### src/rtl/ref_sel_pkg.sv
package ref_sel_pkg;
  localparam int unsigned ALM_W = 4;
  // alarm bits that disqualify an input: phase lock, no activity, hard freq
  localparam logic [ALM_W-1:0] ALM_BLOCK_MASK = 4'b0111;
endpackage

### src/rtl/ref_prio_regs.sv
module ref_prio_regs #(
  parameter int unsigned NUM_SRC = 14,
  parameter int unsigned PRIO_W  = 4,
  parameter int unsigned ID_W    = 4
) (
  input  logic                       clk_i,
  input  logic                       rst_ni,
  input  logic                       we_i,
  input  logic [ID_W-1:0]            idx_i,
  input  logic [PRIO_W-1:0]          prio_i,
  output logic [NUM_SRC*PRIO_W-1:0]  prio_o
);
  for (genvar g = 0; g < NUM_SRC; g++) begin : g_ent
    logic [PRIO_W-1:0] prio_q;
    always_ff @(posedge clk_i or negedge rst_ni) begin
      if (!rst_ni)                                   prio_q <= '0;
      else if (we_i && idx_i == ID_W'(g + 1))        prio_q <= prio_i;
    end
    assign prio_o[g*PRIO_W +: PRIO_W] = prio_q;
  end

  p_bad_idx_ignored_r1: assert property (@(posedge clk_i) disable iff (!rst_ni)
    (we_i && (idx_i == '0 || idx_i > ID_W'(NUM_SRC))) |=> $stable(prio_o));
endmodule

### src/rtl/ref_valid_gen.sv
module ref_valid_gen
  import ref_sel_pkg::*;
#(
  parameter int unsigned NUM_SRC = 14,
  parameter int unsigned PRIO_W  = 4
) (
  input  logic [NUM_SRC*PRIO_W-1:0] prio_i,
  input  logic [NUM_SRC*ALM_W-1:0]  alarm_i,
  output logic [NUM_SRC-1:0]        valid_o
);
  for (genvar g = 0; g < NUM_SRC; g++) begin : g_src
    assign valid_o[g] = (|prio_i[g*PRIO_W +: PRIO_W]) &&
                        !(|(alarm_i[g*ALM_W +: ALM_W] & ALM_BLOCK_MASK));
  end
endmodule

### src/rtl/ref_min_pick.sv
module ref_min_pick #(
  parameter int unsigned NUM_SRC = 14,
  parameter int unsigned PRIO_W  = 4,
  parameter int unsigned ID_W    = 4
) (
  input  logic [NUM_SRC-1:0]        cand_i,
  input  logic [NUM_SRC*PRIO_W-1:0] prio_i,
  output logic [ID_W-1:0]           id_o
);
  logic              found;
  logic [PRIO_W-1:0] best_prio;

  // strict compare keeps the lower index on ties
  always_comb begin
    found     = 1'b0;
    best_prio = '0;
    id_o      = '0;
    for (int i = 0; i < NUM_SRC; i++) begin
      if (cand_i[i] && (!found || prio_i[i*PRIO_W +: PRIO_W] < best_prio)) begin
        found     = 1'b1;
        best_prio = prio_i[i*PRIO_W +: PRIO_W];
        id_o      = ID_W'(i + 1);
      end
    end
  end
endmodule

### src/rtl/ref_rank3.sv
module ref_rank3 #(
  parameter int unsigned NUM_SRC = 14,
  parameter int unsigned PRIO_W  = 4,
  parameter int unsigned ID_W    = 4,
  parameter int unsigned RANKS   = 3
) (
  input  logic [NUM_SRC-1:0]        valid_i,
  input  logic [NUM_SRC*PRIO_W-1:0] prio_i,
  output logic [RANKS*ID_W-1:0]     rank_o
);
  logic [NUM_SRC-1:0] mask [RANKS];
  logic [ID_W-1:0]    id   [RANKS];

  assign mask[0] = valid_i;

  for (genvar k = 0; k < RANKS; k++) begin : g_stage
    ref_min_pick #(.NUM_SRC(NUM_SRC), .PRIO_W(PRIO_W), .ID_W(ID_W)) u_pick (
      .cand_i (mask[k]),
      .prio_i (prio_i),
      .id_o   (id[k])
    );
    assign rank_o[k*ID_W +: ID_W] = id[k];
    if (k + 1 < RANKS) begin : g_next
      for (genvar i = 0; i < NUM_SRC; i++) begin : g_bit
        assign mask[k+1][i] = mask[k][i] && (id[k] != ID_W'(i + 1));
      end
    end
  end
endmodule

### src/rtl/ref_sel_ctrl.sv
module ref_sel_ctrl #(
  parameter int unsigned NUM_SRC = 14,
  parameter int unsigned ID_W    = 4
) (
  input  logic               clk_i,
  input  logic               rst_ni,
  input  logic [ID_W-1:0]    force_i,
  input  logic               revertive_i,
  input  logic [NUM_SRC-1:0] valid_i,
  input  logic [ID_W-1:0]    best_i,
  output logic [ID_W-1:0]    sel_o
);
  logic [ID_W-1:0] sel_q, sel_d;
  logic            force_auto, cur_ok;

  assign force_auto = (force_i == '0) || (force_i > ID_W'(NUM_SRC));

  always_comb begin
    cur_ok = 1'b0;
    for (int i = 0; i < NUM_SRC; i++)
      if (sel_q == ID_W'(i + 1)) cur_ok = valid_i[i];
  end

  always_comb begin
    if (!force_auto)                     sel_d = force_i;
    else if (revertive_i || !cur_ok)     sel_d = best_i;
    else                                 sel_d = sel_q;
  end

  always_ff @(posedge clk_i or negedge rst_ni) begin
    if (!rst_ni) sel_q <= '0;
    else         sel_q <= sel_d;
  end

  assign sel_o = sel_q;

  p_force_wins_r5: assert property (@(posedge clk_i) disable iff (!rst_ni)
    (force_i != '0 && force_i <= ID_W'(NUM_SRC)) |=> sel_o == $past(force_i));
  p_nonrev_hold_r8: assert property (@(posedge clk_i) disable iff (!rst_ni)
    (force_auto && !revertive_i && sel_o != '0 && cur_ok) |=> $stable(sel_o));
endmodule

### src/rtl/ref_source_selector.sv
module ref_source_selector
  import ref_sel_pkg::*;
#(
  parameter int unsigned NUM_SRC = 14,
  parameter int unsigned PRIO_W  = 4,
  parameter int unsigned ID_W    = 4
) (
  input  logic                      clk_i,
  input  logic                      rst_ni,
  input  logic                      cfg_we_i,
  input  logic [ID_W-1:0]           cfg_idx_i,
  input  logic [PRIO_W-1:0]         cfg_prio_i,
  input  logic [NUM_SRC*ALM_W-1:0]  alarm_i,
  input  logic [ID_W-1:0]           force_sel_i,
  input  logic                      revertive_i,
  output logic [ID_W-1:0]           sel_o,
  output logic [ID_W-1:0]           rank1_o,
  output logic [ID_W-1:0]           rank2_o,
  output logic [ID_W-1:0]           rank3_o,
  output logic [NUM_SRC-1:0]        valid_o
);
  localparam int unsigned RANKS = 3;

  logic [NUM_SRC*PRIO_W-1:0] prio;
  logic [NUM_SRC-1:0]        valid_now, valid_q;
  logic [RANKS*ID_W-1:0]     rank_d, rank_q;

  ref_prio_regs #(.NUM_SRC(NUM_SRC), .PRIO_W(PRIO_W), .ID_W(ID_W)) u_regs (
    .clk_i  (clk_i),
    .rst_ni (rst_ni),
    .we_i   (cfg_we_i),
    .idx_i  (cfg_idx_i),
    .prio_i (cfg_prio_i),
    .prio_o (prio)
  );

  ref_valid_gen #(.NUM_SRC(NUM_SRC), .PRIO_W(PRIO_W)) u_valid (
    .prio_i  (prio),
    .alarm_i (alarm_i),
    .valid_o (valid_now)
  );

  ref_rank3 #(.NUM_SRC(NUM_SRC), .PRIO_W(PRIO_W), .ID_W(ID_W), .RANKS(RANKS)) u_rank (
    .valid_i (valid_now),
    .prio_i  (prio),
    .rank_o  (rank_d)
  );

  ref_sel_ctrl #(.NUM_SRC(NUM_SRC), .ID_W(ID_W)) u_ctrl (
    .clk_i       (clk_i),
    .rst_ni      (rst_ni),
    .force_i     (force_sel_i),
    .revertive_i (revertive_i),
    .valid_i     (valid_now),
    .best_i      (rank_d[ID_W-1:0]),
    .sel_o       (sel_o)
  );

  always_ff @(posedge clk_i or negedge rst_ni) begin
    if (!rst_ni) begin
      valid_q <= '0;
      rank_q  <= '0;
    end else begin
      valid_q <= valid_now;
      rank_q  <= rank_d;
    end
  end

  assign valid_o = valid_q;
  assign rank1_o = rank_q[0*ID_W +: ID_W];
  assign rank2_o = rank_q[1*ID_W +: ID_W];
  assign rank3_o = rank_q[2*ID_W +: ID_W];

  // rank identifiers must point at set valid bits
  logic r1_hit, r2_hit, r3_hit;
  always_comb begin
    r1_hit = 1'b0; r2_hit = 1'b0; r3_hit = 1'b0;
    for (int i = 0; i < NUM_SRC; i++) begin
      if (rank1_o == ID_W'(i + 1)) r1_hit = valid_o[i];
      if (rank2_o == ID_W'(i + 1)) r2_hit = valid_o[i];
      if (rank3_o == ID_W'(i + 1)) r3_hit = valid_o[i];
    end
  end

  p_id_range_r3: assert property (@(posedge clk_i) disable iff (!rst_ni)
    sel_o <= ID_W'(NUM_SRC) && rank1_o <= ID_W'(NUM_SRC) &&
    rank2_o <= ID_W'(NUM_SRC) && rank3_o <= ID_W'(NUM_SRC));
  p_rank_valid_r3: assert property (@(posedge clk_i) disable iff (!rst_ni)
    (rank1_o == '0 || r1_hit) && (rank2_o == '0 || r2_hit) && (rank3_o == '0 || r3_hit));
  p_rank_fill_r4: assert property (@(posedge clk_i) disable iff (!rst_ni)
    (rank2_o == '0 || rank1_o != '0) && (rank3_o == '0 || rank2_o != '0));
  p_rank_distinct_r4: assert property (@(posedge clk_i) disable iff (!rst_ni)
    (rank2_o == '0 || rank2_o != rank1_o) &&
    (rank3_o == '0 || (rank3_o != rank1_o && rank3_o != rank2_o)));
  p_rev_tracks_r7: assert property (@(posedge clk_i) disable iff (!rst_ni)
    (revertive_i && (force_sel_i == '0 || force_sel_i > ID_W'(NUM_SRC)))
    |=> sel_o == rank1_o);
  p_reset_clear_r10: assert property (@(posedge clk_i)
    !rst_ni |-> (sel_o == '0 && rank_q == '0 && valid_o == '0));
endmodule

### config.mk
export PLATFORM = sky130hd
export DESIGN_NAME = ref_source_selector
export DESIGN_NICKNAME = d
export VERILOG_FILES = /design/src/rtl/ref_sel_pkg.sv /design/src/rtl/ref_prio_regs.sv /design/src/rtl/ref_valid_gen.sv /design/src/rtl/ref_min_pick.sv /design/src/rtl/ref_rank3.sv /design/src/rtl/ref_sel_ctrl.sv /design/src/rtl/ref_source_selector.sv
export SDC_FILE = /design/constraint.sdc
export NUM_CORES = 1
export LEC_CHECK = 0
export BUFFER_PORTS_ARGS = -buffer_cell sky130_fd_sc_hd__buf_2
export CORE_MARGIN = 2
export CORE_UTILIZATION = 60
export CTS_BUF_LIST = sky130_fd_sc_hd__clkbuf_2 sky130_fd_sc_hd__clkbuf_4 sky130_fd_sc_hd__clkbuf_8
export CTS_CLUSTER_DIAMETER = 150
export DETAILED_ROUTE_END_ITERATION = 10
export MAX_ROUTING_LAYER = met4
export PLACE_DENSITY = 0.86
export SLEW_MARGIN = 20
export SYNTH_ARGS = -nofsm -noshare
export SYNTH_HDL_FRONTEND = slang
export SYNTH_SLANG_ARGS = --single-unit
### constraint.sdc
create_clock -name clk_i -period 72.6 [get_ports clk_i]
set_input_delay 0 -clock clk_i [delete_from_list [all_inputs] [get_ports clk_i]]
set_output_delay 0 -clock clk_i [all_outputs]
set_load 0.1 [all_outputs]
Word-level counts from Yosys, hierarchy flattened
Cells that the tools add are included.
W data, S select, Z words.
{"block": "op_classes", "order_cmp": 40, "eq_ne": 57, "n_mux": 136, "n_reduce_logical": 219}
{"cell": "$mux W4", "n": 77}
{"cell": "$lt A4 B4 Y1", "n": 39}
{"cell": "$logic_and A1 B1 Y1", "n": 95}
{"cell": "$eq A4 B4 Y1 const B", "n": 14}
{"cell": "$mux W1", "n": 56}
{"cell": "$ne A4 B4 Y1 const B", "n": 14}
{"cell": "$reduce_or A4 Y1", "n": 14}
{"cell": "$logic_not A1 Y1", "n": 54}
{"cell": "$reduce_or A3 Y1", "n": 14}
{"cell": "$logic_or A1 B1 Y1", "n": 41}
{"cell": "$eq A4 B3 Y1 const B", "n": 8}
{"cell": "$ne A4 B3 Y1 const B", "n": 8}
{"cell": "$eq A4 B2 Y1 const B", "n": 4}
{"cell": "$ne A4 B2 Y1 const B", "n": 4}
{"cell": "$eq A4 B1 Y1 const B", "n": 2}
{"cell": "$ne A4 B1 Y1 const B", "n": 2}
{"cell": "$mux W2", "n": 3}
{"cell": "$gt A4 B4 Y1 const B", "n": 1}
{"cell": "$logic_not A4 Y1", "n": 1}
{"cell": "$ne A2 B2 Y1 const B", "n": 1}
{"block": "word_totals", "regBits": 86, "in_bits": 72, "out_inout_bits": 30, "elab_cells": 469}

Logic depth before layout (Yosys ltp)
Gate-level depths: netlist (run 1).
{"block": "logic_depth", "depth_word": 166, "mapped_depth": 336, "depth_no_buf": 328}

Cells and area by module
From an unflattened synthesis (run 1), not the netlist that was laid out.
{"block": "hier_totals", "cells_unflattened": 1579, "hier_area_um2": 12893.6}
{"module": "ref_min_pick (u_rank.g_stage[1].u_pick)", "instances": 1, "cells_per_inst": 419, "area_per_inst_um2": 2986.6, "seq_area_each_um2": 0.0}
{"module": "ref_min_pick (u_rank.g_stage[0].u_pick)", "instances": 1, "cells_per_inst": 419, "area_per_inst_um2": 2970.3, "seq_area_each_um2": 0.0}
{"module": "ref_min_pick (u_rank.g_stage[2].u_pick)", "instances": 1, "cells_per_inst": 422, "area_per_inst_um2": 2892.8, "seq_area_each_um2": 0.0}
{"module": "ref_prio_regs", "instances": 1, "cells_per_inst": 137, "area_per_inst_um2": 2169.6, "seq_area_each_um2": 1401.3}
{"module": "ref_source_selector", "instances": 1, "cells_per_inst": 26, "area_per_inst_um2": 650.6, "seq_area_each_um2": 650.6}
{"module": "ref_rank3", "instances": 1, "cells_per_inst": 68, "area_per_inst_um2": 585.6, "seq_area_each_um2": 0.0}
{"module": "ref_sel_ctrl", "instances": 1, "cells_per_inst": 60, "area_per_inst_um2": 462.9, "seq_area_each_um2": 100.1}
{"module": "ref_valid_gen", "instances": 1, "cells_per_inst": 28, "area_per_inst_um2": 175.2, "seq_area_each_um2": 0.0}

Worst setup path before layout (run 1)
OpenSTA, ideal clock, no wires.
{"block": "synth_path", "path_kind": "register -> register", "start": "reg u_regs.g_ent[1].prio_q[0]", "end": "reg rank_q[8]", "setup_ns": 0.119, "t_arrival_ns": 56.437, "required_ns": 72.481, "path_slack_ns": 16.044, "stages_incl_launch_ff": 301, "path_buffers": 10, "synth_period_minus_slack_ns": 56.556, "path_cell_list": "dfrtp_1 buf_2 nor4_4 or2_1 buf_4 inv_4 a31oi_1 nand3_1 o21ai_0 inv_1 ha_1 a2111o_1 o41ai_2 mux2_2 inv_1 ha_1 and3_1 a21bo_2 [... 265 more ...] o21a_1 o31ai_1 a221o_1 nand2_1 mux2_2 ha_1 a21oi_1 nor2_1 nor3b_1 and4_1 a311o_1 mux2_4 ha_1 a211o_1 or4_1 o21ai_0 o31ai_1 o21a_1"}
{"block": "synth_between", "elab_chain_cells": 162, "elab_cells_between_ends": 330, "classes_between": "39 x order compare; 28 x eq/ne; 117 x mux; 146 x reduce/logical"}
{"item": "from (decl)", "line": "ref_prio_regs.sv:14", "source": "logic [PRIO_W-1:0] prio_q;"}
{"item": "from (signal assigned)", "line": "ref_prio_regs.sv:17", "source": "else if (we_i && idx_i == ID_W'(g + 1)) prio_q <= prio_i;"}
{"item": "$reduce_or A4 Y1 *", "line": "ref_valid_gen.sv:12", "source": "assign valid_o[g] = (|prio_i[g*PRIO_W +: PRIO_W]) &&"}
{"item": "$logic_and A1 B1 Y1 *", "line": "ref_valid_gen.sv:12"}
{"item": "via u_ctrl.valid_i[1]", "line": "ref_sel_ctrl.sv:9", "source": "input logic [NUM_SRC-1:0] valid_i,"}
{"item": "$logic_and A1 B1 Y1", "line": "ref_min_pick.sv:19", "source": "if (cand_i[i] && (!found || prio_i[i*PRIO_W +: PRIO_W] < best_prio)) begin"}
{"item": "$mux W4 or $mux W1 (tied branches)", "line": "ref_min_pick.sv:19"}
{"item": "$lt A4 B4 Y1 or $logic_not A1 Y1 (tied branches)", "line": "ref_min_pick.sv:19"}
{"item": "$logic_or A1 B1 Y1", "line": "ref_min_pick.sv:19"}
{"item": "$logic_and A1 B1 Y1", "line": "ref_min_pick.sv:19"}
{"item": "[... 148 more ...]"}
{"item": "$logic_or A1 B1 Y1", "line": "ref_min_pick.sv:19"}
{"item": "$logic_and A1 B1 Y1", "line": "ref_min_pick.sv:19"}
{"item": "$mux W4 or $mux W1 (tied branches)", "line": "ref_min_pick.sv:19"}
{"item": "$lt A4 B4 Y1 or $logic_not A1 Y1 (tied branches)", "line": "ref_min_pick.sv:19"}
{"item": "$logic_or A1 B1 Y1", "line": "ref_min_pick.sv:19"}
{"item": "$logic_and A1 B1 Y1", "line": "ref_min_pick.sv:19"}
{"item": "$mux W4 *", "line": "ref_min_pick.sv:19"}
{"item": "via rank_d[8]", "line": "ref_source_selector.sv:26", "source": "logic [RANKS*ID_W-1:0] rank_d, rank_q;"}
{"item": "to (signal assigned)", "line": "ref_source_selector.sv:65", "source": "rank_q <= rank_d;"}
{"item": "to (decl)", "line": "ref_source_selector.sv:26"}
The timed path passes the listed nets; every way through them passes the cells marked *.
A chain may end at the register's enable or synchronous reset.

Worst setup path after layout (run 1)
Same ends and word-level chain as after synthesis.

==> flow_summary.yaml, run 1 <==
placement:
  dp_cells: 1958
  gp_congestion: 1.06
  io_buffers: 87
  dp_hpwl_um: 36700
final_layout:
  final_core_util_pct: 67.1
  syn2layout_area_growth_pct: 8.85
  nets: 1867
  register_area_um2: 2150
  multi_input_area_um2: 9950
  drive_gt1_share_pct: 16.1
  instances_no_fill: 1990
  fill_cells: 1829
global_route:
  met3_usage_pct: 8.99
  antenna_found_initial: 1
  grt_pass1_vias: 13200
  use_met2_pct: 64.8
  grt_busiest_layer: "met2"
  grt.overflow.total: 0
  grt_first_pass_wirelength_um: 73300
  gr-usage-met1_pct: 59.0
  grt.total_usage_pct: 43.8
  grt_max_degree: 50
routing:
  vias_per_cell: 7.13
  drtPass1Iterations: 8
  wl_um: 47600
  detail_route.wl_per_cell_um: 23.9
  drc: 0
  via_count: 14200
  antenna_left: 0
  drt_iter0_drc: 1804
setup_path:
  arrival_ps: 68340
  path_max_fanout: 14
  max_stage_delay_ps: 550
  endpoint_kind: "flop"
  worstSetupStartpointType: "flop"
  required_ps: 72910
  critPathKind: "flop to flop"
  slowest_stage: "dfrtp_1"
  crit_top_cell: "ha_1"
clock_tree:
  cts_sinks: 86
  cts_htree_levels: 3
  cts-root-buf: "clkbuf_8"
  clk_path_buf_depth: 2
  cts_tree: "built"
  cts_made_buffers: 9
  clock_latency_ps: 420
  cts_post_setup_buffers_inserted: 0
  path_clk_slew_ps: 110
sta:
  period_minus_slack_ps: 68030
  worst_pin_slew_ps: 977
  rsz0062_at_grt: "no"
  clock_skew_ps: 29.3
  setup_viol: 0
  tns_ps: 0
  slew_violations: 0
  slew_headroom_pct: 34.2
  max_freq_ghz: 0.0147
  timing.final.crit_share_pct: 93.7
  hold_viol: 0
floorplan:
  initial_core_util_pct: 61.7
  io_pins: 102
  die_area_um2: 22100
  rows: 52
  die_y_um: 149
  core_um2: 20400
  fp.dieW_um: 149
yosys:
  syn_inst: 1638
  synth_top_area_cell: "dfrtp_1"
  synth-async-reset-ratio_pct: 100
  avgSynthCellArea_um2: 7.67
  yosysTopAreaCellShare_pct: 17.1
  yosysWarningCount: 0
  synth-edff-count: 0
  synth_cell_type_count: 122
  ys_seq_elements: 86
  yosys-top-cells-area: "dfrtp_1 (17%), ha_1 (8.1%), nand2_1 (5.3%)"
  syn-num-nets: 1791
  synth_seq_area_share_pct: 17.1
  synth_area_um2: 12600
  synth-main-ff-cell: "dfrtp_1"
power:
  power_density_nw_per_um2: 35.2
  p_leak_nw: 5.87
  ir_drop_mv: 0.0170
status:
  status: "completed"
run:
  max-cap-violations: 0
worst_hold_path:
  hold_path_class: "primary input to flop"
## stage by stage
step / area (µm²) / setup slack, ps / hold slack, ps / power, mW
final: 13700 / 4570 / 56.3 / 0.481
after global routing: 13700 / 107 / 52.8 / 0.512
after CTS: 13600 / 3900 / 29.2 / 0.466
after detailed placement: 13200 / 4190 / 21.9 / 0.421
after global placement: 13200 / 5350 / 3.70 / 0.412
after floorplan: 12600 / 16040 / -296 / 0.338
## cell families after synthesis
logic type	Yosys count	synth area share, %
AND/OR/NAND/NOR	617	24.9
AO/OA/AOI/OAI	599	35.0
buffers and inverters	135	4.43
multiplexers	106	9.40
adder cells (fa/ha/maj)	89	8.72
flip-flops	86	17.1
XOR/XNOR	6	0.419
## cells in the final DEF (no fill, tap or decap), types with 24 or more instances in the layout
cell      count
a21oi_1     112
nand2_1     177
mux2i_1      45
a21o_1       43
nor3_1       35
buf_2        86
nor2_1      148
nand2b_1     25
a31oi_1      30
o21ai_0     117
ha_1         81
inv_1        81
and2_1       27
dfrtp_1      86
nand3_1      53
mux2_2       51
o21a_1       24
## per-layer routing
metal  up-vias  routed length, µm
li1       6420                  -
met1      6691              19700
met2       922              20200
met3       148               5780
met4         0               1900
met5         -                  0
## state kept, by name, indices dropped and copies added (netlist names)
| name | flops |
|---|---|
| u_regs.g_ent.prio_q | 56 |
| valid_o | 14 |
| rank_q | 12 |
| u_ctrl.sel_o | 4 |
## cells in the mapped netlist, drive strengths merged (8+ instances only)
master / number
o41ai: 12
o311ai: 9
mux2: 57
or2: 14
o22ai: 11
o31ai: 16
and3: 19
a21o: 43
mux2i: 48
nor2: 151
a2111oi: 12
nand3b: 10
o31a: 16
nand2: 180
ha: 81
nor4: 24
a21boi: 11
a31oi: 33
a21oi: 122
o21ai: 136
nand2b: 26
or3: 20
or4: 14
and2: 27
nor3: 40
dfrtp: 86
nor2b: 12
a211o: 14
nand3: 54
clkbuf: 34
a211oi: 23
buf: 13
o21a: 24
maj3: 8
o211ai: 22
inv: 84
## worst max-delay path, delay by kind of cell (launching register included)
family | cells | cell delay, ps
buffers and inverters | 17 | 1440
muxes | 18 | 6390
AOI/OAI and AO/OA | 130 | 32440
adders and majority gates | 38 | 11180
DFF | 1 | 550
and+or+nand+nor | 87 | 15890
## repair_timing
item	4_1_cts	5_1_grt
gates resized for setup	0	19
endpoints found under the hold margin	45	0
hold buffers	15	0
setup endpoints to repair	0	4
## layout make-up
type / count / area share [%]
repair buffers: 112 / 4.85
well taps: 270 / 2.47
diodes: 1 / 0.0183
clock buffers: 9 / 0.906
flip-flops and latches: 86 / 15.7
inverters: 88 / 2.45
clock inverters: 7 / 0.760
multi-input cells: 1417 / 72.8
## power by group
part           internal, mW  switching [mW]
clock network        0.0198          0.0233
registers            0.0590          0.0274
logic                 0.121           0.231
## path summary, 6_finish.rpt
check / startpoint / endpoint / slack [ps] / depth (start not counted)
min reg2reg: u_regs.g_ent[0].prio_q[3] / u_regs.g_ent[0].prio_q[3] / 640 / 1
max reg2reg: u_regs.g_ent[1].prio_q[0] / rank_q[8] / 4570 / 290
min in group asynchronous: rst_ni / rank_q[9] / 150 / 2
min: revertive_i / u_ctrl.sel_o[3] / 60 / 3
max in group asynchronous: rst_ni / u_regs.g_ent[0].prio_q[1] / 71400 / 3
max: u_regs.g_ent[1].prio_q[0] / rank_q[8] / 4570 / 290
Power figures use the tool's default switching activity.
==> inputs of run 2 (changes only) <==
- SLEW_MARGIN: 20 -> unset
- SYNTH_HIERARCHICAL: unset -> 1
==> flow_summary.yaml, run 2 <==
final_layout:
  syn2layout_area_growth_pct: 9.88
  instances_no_fill: 1975
  largest_register: "u_regs/g_ent.prio_q"
  multi_input_area_um2: 10100
  fill_cells: 1709
  antenna_cells: 0
  nets: 1848
  fin_area_um2: 14200
  layout_commonest_cell: "nand2_1"
  drive_gt1_share_pct: 19.2
  layout_common_cells: "nand2_1 (136), inv_1 (131), a21oi_1 (108)"
  largest_reg_flops: 56
  register_area_um2: 2150
sta:
  slew_headroom_pct: 12.7
  tns_ps: 0
  timing.final.crit_share_pct: 93.9
  max_freq_ghz: 0.0147
  clock_skew_ps: 26.5
  setup_viol: 0
  whs_ps: 38.4
  period_minus_slack_ps: 68190
  worst_pin_slew_ps: 1300
  hold_viol: 0
  slew_violations: 0
routing:
  via_count: 14200
  drtPass1Iterations: 10
  vias_per_cell: 7.18
  drt_iter0_drc: 1892
  detail_route.wl_per_cell_um: 21.2
  wl_um: 42000
  antenna_left: 0
  drc: 1
yosys:
  synth-async-reset-ratio_pct: 100
  synth-edff-count: 0
  synth_top_area_cell: "dfrtp_1"
  syn-num-nets: 1732
  yosysTopAreaCellShare_pct: 16.7
  avgSynthCellArea_um2: 8.17
  netlist_top_cells_count: "nand2_1 (136), inv_1 (131), a21oi_1 (109)"
  yosysMostFrequentCell: "nand2_1"
  yosys-top-cells-area: "dfrtp_1 (17%), ha_1 (7.9%), mux2_2 (5.5%)"
  synth_seq_area_share_pct: 16.7
  synth-main-ff-cell: "dfrtp_1"
  synth_cell_type_count: 110
  ys_seq_elements: 86
  syn_inst: 1579
  synth_area_um2: 12900
  yosysWarningCount: 6
global_route:
  antenna_found_initial: 0
  grt_first_pass_wirelength_um: 67000
  grt.overflow.total: 0
  grt.total_usage_pct: 37.7
  grt_pass1_vias: 13600
  grt_max_degree: 54
power:
  ir_drop_mv: 0.0152
  power.switching_mw: 0.282
  combinationalPowerShare_pct: 75.1
  power.share.clock_pct: 7.3
  p_int_mw: 0.209
  total_power_mw: 0.492
  p_seq_share_pct: 17.6
  power_switching_share_pct: 57.4
  power_density_nw_per_um2: 34.7
  p_leak_nw: 5.83
clock_tree:
  clock_latency_ps: 400
  path_clk_slew_ps: 110
  cts_made_buffers: 9
  cts_tree: "built"
  cts_sinks: 86
  clk_path_buf_depth: 2
  cts-root-buf: "clkbuf_8"
  cts_post_setup_buffers_inserted: 0
  cts_htree_levels: 3
floorplan:
  die_area_um2: 22700
  initial_core_util_pct: 61.1
  io_pins: 102
  core_um2: 21100
  die_y_um: 151
  fp.dieW_um: 151
  rows: 53
placement:
  io_buffers: 87
  gp_congestion: 1.00
  placedInstanceArea_um2: 13700
  dp_cells: 1930
  dp_hpwl_um: 31000
setup_path:
  slowest_stage: "nor3_1"
  crit_top_cell: "ha_1"
  cp-endpoint: "rank_q[9]"
  worstSetupStartpointType: "flop"
  required_ps: 72940
  arrival_ps: 68530
  startpoint: "u_regs/g_ent[0].prio_q[0]"
  max_stage_delay_ps: 700
  r2r_start: "u_regs/g_ent[0].prio_q[0]"
  ff2ff_setup_slack_ps: 4410
  path_max_fanout: 15
  r2r_cells: 285
  critPathKind: "flop to flop"
  r2r_end: "rank_q[9]"
  endpoint_kind: "flop"
status:
  violations: "DRC"
  status: "finished, violations left"
run:
  max-cap-violations: 0
worst_hold_path:
  hold_path_class: "primary input to flop"
[run 2: per-layer routing]
| metal | part of all wire, % | up-vias | routed length (µm) | GRT usage [%] |
|---|---|---|---|---|
| li1 | - | 6373 | - | - |
| met1 | 40 | 6633 | 16600 | 46.6 |
| met2 | 45 | 981 | 19000 | 59.4 |
| met3 | 11 | 191 | 4610 | 8.55 |
| met4 | 4.1 | 0 | 1720 | 15.8 |
| met5 | 0 | - | 0 | - |
[run 2: cells by family after synthesis]
logic type      synth area share [%]
fa+ha+maj                       9.49
buf+inv                         5.46
mux                             11.3
simple gates                    23.0
flops                           16.7
xor+xnor                       0.728
compound gates                  33.3
[run 2: metrics by stage]
stage          utilization, %  setup WS, ps
4_1_cts                  67.1          5570
3_3_place_gp             64.8          7980
3_5_place_dp             64.8          6320
6_report                 67.2          4410
5_1_grt                  67.2         -70.6
2_1_floorplan               -         16450
[run 2: worst max-delay path, delay by kind of cell, from the launching register on]
family                   cells  cell delay [ps]
multiplexers                19             6630
AND/OR/NAND/NOR             84            14830
adder cells (fa/ha/maj)     39            11440
flip-flops                   1              630
AO/OA/AOI/OAI              118            31640
buffers and inverters       25             2820
[run 2: area by class of cell]
type | count | share of cell area (%)
Timing Repair Buffer | 137 | 6.25
Inverter | 131 | 3.47
Multi-Input combinational cell | 1330 | 71.3
Clock buffer | 10 | 0.971
Tap cell | 275 | 2.43
Sequential cell | 86 | 15.2
Clock inverter | 6 | 0.371
[run 2: power groups by stage]
| stage | Combinational (mW) | Sequential, mW | Clock, mW |
|---|---|---|---|
| 4_1_cts | 0.355 | 0.0846 | 0.0362 |
| 6_report | 0.369 | 0.0867 | 0.0359 |
| 5_1_grt | 0.398 | 0.0884 | 0.0386 |
| 3_5_place_dp | 0.351 | 0.0856 | 0 |
| 2_1_floorplan | 0.254 | 0.106 | 0 |
| 3_3_place_gp | 0.339 | 0.0844 | 0 |
[run 2: worst min-delay path by stage]
stage,from,end,slack (ps),cells past startpoint
after global routing,cfg_prio_i[0],u_regs/g_ent[3].prio_q[0],50,2
final,force_sel_i[1],u_ctrl/sel_o[0],40,3
after global placement,rst_ni,u_regs/g_ent[1].prio_q[1],-20,1
after CTS,force_sel_i[1],u_ctrl/sel_o[0],40,3
after detailed placement,rst_ni,u_regs/g_ent[1].prio_q[3],-10,1
after floorplan,rst_ni,rank_q[0],-300,0
[run 2: what timing repair did]
item	in CTS	in global routing
hold buffers	29	0
gates resized for setup	0	6
setup endpoints to repair	0	4
endpoints found under the hold margin	47	0
